**src/rtl/prf_occ_pkg.sv**
```systemverilog
package prf_occ_pkg;
    // Slot-to-file charge rule: file 0 is charged by every slot.
    function automatic logic charges(input int unsigned file_idx, input int unsigned owner);
        return (file_idx == 0) || (owner == file_idx);
    endfunction

    // Width needed for a sum of NSLOTS costs.
    function automatic int unsigned demand_width(input int unsigned cost_w, input int unsigned nslots);
        return cost_w + $clog2(nslots + 1);
    endfunction
endpackage

```
**src/rtl/prf_cost_table.sv**
```systemverilog
module prf_cost_table #(
    parameter int NREGS  = 16,
    parameter int NSLOTS = 4,
    parameter int FW     = 2,
    parameter int COST_W = 3
) (
    input  logic                     clk,
    input  logic                     rst,
    input  logic                     wr_en,
    input  logic [$clog2(NREGS)-1:0] wr_reg,
    input  logic [FW-1:0]            wr_file,
    input  logic [COST_W-1:0]        wr_cost,
    input  logic [NSLOTS*$clog2(NREGS)-1:0] rd_reg,
    output logic [NSLOTS*FW-1:0]     rd_file,
    output logic [NSLOTS*COST_W-1:0] rd_cost
);
    localparam int LW = $clog2(NREGS);

    logic [FW-1:0]     file_q [NREGS];
    logic [COST_W-1:0] cost_q [NREGS];

    always_ff @(posedge clk) begin
        if (rst) begin
            for (int i = 0; i < NREGS; i++) begin
                file_q[i] <= '0;
                cost_q[i] <= COST_W'(1);
            end
        end else if (wr_en) begin
            file_q[wr_reg] <= wr_file;
            cost_q[wr_reg] <= wr_cost;
        end
    end

    for (genvar s = 0; s < NSLOTS; s++) begin : g_rd
        assign rd_file[s*FW +: FW]         = file_q[rd_reg[s*LW +: LW]];
        assign rd_cost[s*COST_W +: COST_W] = cost_q[rd_reg[s*LW +: LW]];
    end
endmodule

```
**src/rtl/prf_occ_counter.sv**
```systemverilog
module prf_occ_counter #(
    parameter int CW = 6,
    parameter int AW = 3
) (
    input  logic          clk,
    input  logic          rst,
    input  logic          add_en,
    input  logic [AW-1:0] add_amt,
    input  logic          sub_en,
    input  logic [AW-1:0] sub_amt,
    output logic [CW-1:0] used_o
);
    logic [CW-1:0] used_q;
    logic [CW:0]   grown;
    logic [CW:0]   shrunk;

    always_comb begin
        grown  = {1'b0, used_q} + (add_en ? (CW+1)'(add_amt) : '0);
        shrunk = grown - (sub_en ? (CW+1)'(sub_amt) : '0);
    end

    always_ff @(posedge clk) begin
        if (rst) used_q <= '0;
        else     used_q <= shrunk[CW-1:0];
    end

    assign used_o = used_q;


    no_underflow_chk: assert property (@(posedge clk) disable iff (rst)
        sub_en |-> (grown >= (CW+1)'(sub_amt)));

    no_overflow_chk: assert property (@(posedge clk) disable iff (rst)
        add_en |-> !grown[CW]);

    idle_hold_chk: assert property (@(posedge clk) disable iff (rst)
        (!add_en && !sub_en) |=> $stable(used_o));

    reset_clear_chk: assert property (@(posedge clk)
        rst |=> (used_o == '0));
endmodule

```
**src/rtl/prf_avail_query.sv**
```systemverilog
module prf_avail_query
    import prf_occ_pkg::*;
#(
    parameter int NFILES = 4,
    parameter int NSLOTS = 4,
    parameter int FW     = 2,
    parameter int COST_W = 3,
    parameter int CW     = 6,
    parameter logic [NFILES*CW-1:0] CAPS = '0
) (
    input  logic [NSLOTS-1:0]        slot_valid,
    input  logic [NSLOTS*FW-1:0]     slot_file,
    input  logic [NSLOTS*COST_W-1:0] slot_cost,
    input  logic [NFILES*CW-1:0]     used,
    output logic [NFILES-1:0]        short_o
);
    localparam int DW = demand_width(COST_W, NSLOTS);
    localparam int SW = ((CW > DW) ? CW : DW) + 1;

    for (genvar f = 0; f < NFILES; f++) begin : g_file
        localparam logic [CW-1:0] CAP = CAPS[f*CW +: CW];
        logic [SW-1:0] demand;
        logic [SW-1:0] clamped;

        always_comb begin
            demand = '0;
            for (int s = 0; s < NSLOTS; s++) begin
                if (slot_valid[s] && charges(f, 32'(slot_file[s*FW +: FW])))
                    demand = demand + SW'(slot_cost[s*COST_W +: COST_W]);
            end
            clamped = demand;
            if (CAP != '0 && demand > SW'(CAP))
                clamped = SW'(CAP);
        end

        if (CAP == '0) begin : g_unbounded
            assign short_o[f] = 1'b0;
        end else begin : g_bounded
            assign short_o[f] = (clamped != '0) &&
                                ((SW'(used[f*CW +: CW]) + clamped) > SW'(CAP));
        end
    end
endmodule

```
**src/rtl/prf_occupancy_tracker.sv**
```systemverilog
module prf_occupancy_tracker #(
    parameter int NFILES = 4,
    parameter int NREGS  = 16,
    parameter int NSLOTS = 4,
    parameter int COST_W = 3,
    parameter int CNT_W  = 6,
    parameter logic [NFILES*CNT_W-1:0] CAPS = {6'd4, 6'd0, 6'd8, 6'd32}
) (
    input  logic                               clk,
    input  logic                               rst,
    input  logic                               cfg_we,
    input  logic [$clog2(NREGS)-1:0]           cfg_reg,
    input  logic [$clog2(NFILES)-1:0]          cfg_file,
    input  logic [COST_W-1:0]                  cfg_cost,
    input  logic                               alloc_valid,
    input  logic                               alloc_skip,
    input  logic [$clog2(NFILES)-1:0]          alloc_file,
    input  logic [COST_W-1:0]                  alloc_cost,
    input  logic                               free_valid,
    input  logic                               free_skip,
    input  logic [$clog2(NFILES)-1:0]          free_file,
    input  logic [COST_W-1:0]                  free_cost,
    input  logic [NSLOTS-1:0]                  qry_valid,
    input  logic [NSLOTS*$clog2(NREGS)-1:0]    qry_reg,
    output logic [NFILES-1:0]                  qry_short,
    output logic [NFILES*CNT_W-1:0]            used_cnt
);
    localparam int FW = $clog2(NFILES);

    logic [NSLOTS*FW-1:0]     slot_file;
    logic [NSLOTS*COST_W-1:0] slot_cost;
    logic alloc_live;
    logic free_live;

    assign alloc_live = alloc_valid && !alloc_skip;
    assign free_live  = free_valid && !free_skip;

    prf_cost_table #(
        .NREGS(NREGS), .NSLOTS(NSLOTS), .FW(FW), .COST_W(COST_W)
    ) u_table (
        .clk(clk), .rst(rst),
        .wr_en(cfg_we), .wr_reg(cfg_reg), .wr_file(cfg_file), .wr_cost(cfg_cost),
        .rd_reg(qry_reg), .rd_file(slot_file), .rd_cost(slot_cost)
    );

    for (genvar f = 0; f < NFILES; f++) begin : g_cnt
        logic add_hit;
        logic sub_hit;
        assign add_hit = alloc_live && ((f == 0) || (alloc_file == FW'(f)));
        assign sub_hit = free_live  && ((f == 0) || (free_file  == FW'(f)));

        prf_occ_counter #(.CW(CNT_W), .AW(COST_W)) u_cnt (
            .clk(clk), .rst(rst),
            .add_en(add_hit), .add_amt(alloc_cost),
            .sub_en(sub_hit), .sub_amt(free_cost),
            .used_o(used_cnt[f*CNT_W +: CNT_W])
        );
    end

    prf_avail_query #(
        .NFILES(NFILES), .NSLOTS(NSLOTS), .FW(FW), .COST_W(COST_W),
        .CW(CNT_W), .CAPS(CAPS)
    ) u_query (
        .slot_valid(qry_valid), .slot_file(slot_file), .slot_cost(slot_cost),
        .used(used_cnt), .short_o(qry_short)
    );


    global_charge_chk: assert property (@(posedge clk) disable iff (rst)
        (alloc_live && !free_valid) |=>
        (used_cnt[CNT_W-1:0] == $past(used_cnt[CNT_W-1:0]) + CNT_W'($past(alloc_cost))));

    idle_query_chk: assert property (@(posedge clk) disable iff (rst)
        (qry_valid == '0) |-> (qry_short == '0));
endmodule

```
**config.mk**
```make
export PLATFORM = sky130hd
export DESIGN_NAME = prf_occupancy_tracker
export DESIGN_NICKNAME = d
export VERILOG_FILES = /design/src/rtl/prf_occ_pkg.sv /design/src/rtl/prf_cost_table.sv /design/src/rtl/prf_occ_counter.sv /design/src/rtl/prf_avail_query.sv /design/src/rtl/prf_occupancy_tracker.sv
export SDC_FILE = /design/constraint.sdc
export NUM_CORES = 1
export LEC_CHECK = 0
export ABC_AREA = 1
export BUFFER_PORTS_ARGS = -buffer_cell sky130_fd_sc_hd__buf_2
export CORE_AREA = 2 2 156 112
export DETAILED_ROUTE_END_ITERATION = 10
export DIE_AREA = 0 0 158 114
export PLACE_DENSITY = 0.94
export SLEW_MARGIN = 20
export SYNTH_ARGS = -nofsm -noshare
export SYNTH_HDL_FRONTEND = slang
export SYNTH_SLANG_ARGS = --single-unit
```
**constraint.sdc**
```tcl
create_clock -name clk -period 8.9 [get_ports clk]
set_clock_uncertainty 0.2 [all_clocks]
set_input_delay 0.445 -clock clk [delete_from_list [all_inputs] [get_ports clk]]
set_output_delay 0.445 -clock clk [all_outputs]
set_load 0.005 [all_outputs]
```
==> results.cfg <==
[logic_synthesis]
yosysWarnings = 0
synth_seq_cells = 104
synth_edf_count = 80
synthDistinctLibCells = 48
async_flop_share = 0
ys.flop_type = edfxtp_1
netlist_instances = 1491
postSynthAreaPerCell_um2 = 6.84
seq_area_frac_synth = 0.283
netlist_area_um2 = 10200

[sta]
fmax_mhz = 129
tns_ns = 0
max_slew_margin = 0.382
finalCriticalPeriod_ns = 7.74
finalSetupViolations = 0
whs_ns = 0.190
worstMarginPinSlew_ns = 0.927
final_max_slew_viol_count = 0
fin_crit_sh = 0.869
rsz0062_at_grt = false
hold_viol = 0

[finish]
regArea_um2 = 2880
layout_commonest_cell = nand2_1
nets = 1661
drive_gt1_frac = 0.0838
multi_input_area_um2 = 6120
finalInstanceArea_um2 = 10900
finish.utilization = 0.653
num_antenna_cells = 0
area_growth_pct = 7.04
fillerInstances = 1451
final_cell_mix = nand2_1 (292), inv_1 (232), nor2_1 (176), nand3_1 (154), a21oi_1 (108)

[placed_design]
place_congestion = 1.06
hpwlAfterDp_um = 24500
portBuffers = 72
placed_cell_area_um2 = 10600

[drt]
dr.pass1.iters = 6
drc = 0
first_iter_violations = 1935
ant_nets = 0
vias = 10600
wire_per_inst_um = 18.1
vias_per_cell = 6.03
postRouteWirelength_um = 31800

[run_status]
outcome = complete, no violations

[worst_setup_path]
cp-start-kind = primary input
crit_path_end_kind = output port
arrival_ns = 7.09
cpPeakStageDelay_ns = 0.49
crit_top_cell = nand2_1
worst_path_max_delay_cell = fa_1
path_class = primary input to output port
worstPathMaxFanout = 59
critPathRequiredTime_ns = 8.26

[grt]
use_met3 = 0.132
grt_pass1_wl_um = 49200
antenna_found_initial = 0
grt_start_max_net_pins = 66
grt_util_met1 = 0.545
use_met2 = 0.474
overflow = 0
grt_usage = 0.359
grt_pass1_vias = 9256
busiest_layer = met1

[die]
rows = 40
start_util = 0.610
fp.dieH_um = 114
die_area_um2 = 18000
coreArea_um2 = 16700
die_w_um = 158
io-pin-count = 74

[clock_tree]
cts_tree = yes
ctsResizeCount = 0
cts_max_level = 3
post_cts_buffers = 0
hold_buffers = 0
path_clk_slew_ns = 0.08
clockBufferDepth = 2
cts.sinks = 104
clkLatencyLatePin_ns = 0.35
numCtsBuffers = 9
cts_root_buf = clkbuf_16

[power]
p_per_area_nw_per_um2 = 167
power_uw = 1820
leakage_uw = 0.00530
peakVddDrop_v = 0.000139

[hold_path]
hp-class = primary input to flop

[flow_run]
drv_cap = 0
stage by stage:
stage	setup WS, ns	cells
after global routing	0.564	1758
after global placement	1.53	1742
after detailed placement	1.30	1742
after CTS	1.25	1758
after floorplan	2.40	1496
final	1.16	1758
path summary, 6_finish.rpt:
kind                            start                       end  slack (ns)  cells after the start
max                        qry_reg[4]              qry_short[0]        1.16                     37
min                               rst  g_cnt[3].u_cnt.used_o[1]        0.19                      2
max reg2reg  g_cnt[1].u_cnt.used_o[1]  g_cnt[1].u_cnt.used_o[5]        6.09                     15
min reg2reg  g_cnt[2].u_cnt.used_o[5]  g_cnt[2].u_cnt.used_o[5]        0.40                      2
cell families (layout without fill, tap and decap cells):
group,count (synthesis),in the layout,synth area share
and+or+nand+nor,678,678,0.288
buffers and inverters,305,336,0.118
AOI/OAI and AO/OA,291,291,0.163
DFF,104,104,0.283
adders and majority gates,93,93,0.132
xor gates and xnor gates,19,19,0.0163
other,1,6,0.000368
per-layer routing:
| metal | vias up | wire [um] |
|---|---|---|
| li1 | 4978 | - |
| met1 | 4817 | 13600 |
| met2 | 734 | 12300 |
| met3 | 62 | 5210 |
| met4 | 2 | 601 |
| met5 | - | 68 |
report_power, final:
| group | leakage, uW | total [uW] | internal [uW] | switching (uW) |
|---|---|---|---|---|
| sequential | 0.000970 | 636 | 576 | 59.9 |
| clock | 0.000145 | 402 | 222 | 180 |
| combinational | 0.00418 | 781 | 289 | 492 |
| total | 0.00530 | 1820 | 1090 | 732 |
Yosys cell counts, types with 3 or more instances:
| library cell | number | area share |
|---|---|---|
| nand4_1 | 6 | 0.0037 |
| clkbuf_1 | 31 | 0.011 |
| ha_1 | 69 | 0.085 |
| o221ai_1 | 11 | 0.0094 |
| nand2_2 | 5 | 0.0031 |
| o21ai_0 | 104 | 0.051 |
| o211ai_1 | 47 | 0.035 |
| or2_2 | 6 | 0.0037 |
| xnor2_1 | 5 | 0.0043 |
| dfxtp_1 | 24 | 0.047 |
| nor4_1 | 4 | 0.0025 |
| xor2_1 | 14 | 0.012 |
| nand2_1 | 292 | 0.11 |
| nand3_2 | 5 | 0.0049 |
| a211oi_1 | 4 | 0.0029 |
| inv_2 | 8 | 0.0029 |
| nor2_4 | 3 | 0.0033 |
| fa_1 | 24 | 0.047 |
| buf_1 | 6 | 0.0022 |
| buf_4 | 6 | 0.0044 |
| inv_1 | 232 | 0.085 |
| a21oi_1 | 108 | 0.053 |
| edfxtp_1 | 80 | 0.24 |
| nand3_1 | 154 | 0.076 |
| and2_1 | 5 | 0.0031 |
| nor2_1 | 176 | 0.065 |
| buf_2 | 17 | 0.0083 |
| a21boi_0 | 3 | 0.0022 |
| nor3_1 | 8 | 0.0039 |
| nor2_2 | 4 | 0.0025 |
| a31oi_1 | 8 | 0.0049 |
registers in the layout, summed over array words and instances, names as in the netlist:
signal and count:
g_cnt.u_cnt.used_o 24, u_table.cost_q 48, u_table.file_q 32
final cells by class:
type                            instances  area share
Clock buffer                           10      0.0210
Tap cell                              231      0.0265
Clock inverter                          6     0.00688
Sequential cell                       104       0.264
Inverter                              243      0.0838
Timing Repair Buffer                   77      0.0365
Multi-Input combinational cell       1087       0.561
worst max-delay path, delay by kind of cell:
kind | cells | cell delay (ns)
fa+ha+maj | 5 | 1.87
compound gates | 10 | 1.87
simple gates | 13 | 1.47
buf+inv | 8 | 1.18
xor+xnor | 1 | 0.25
Power figures use the tool's default switching activity.
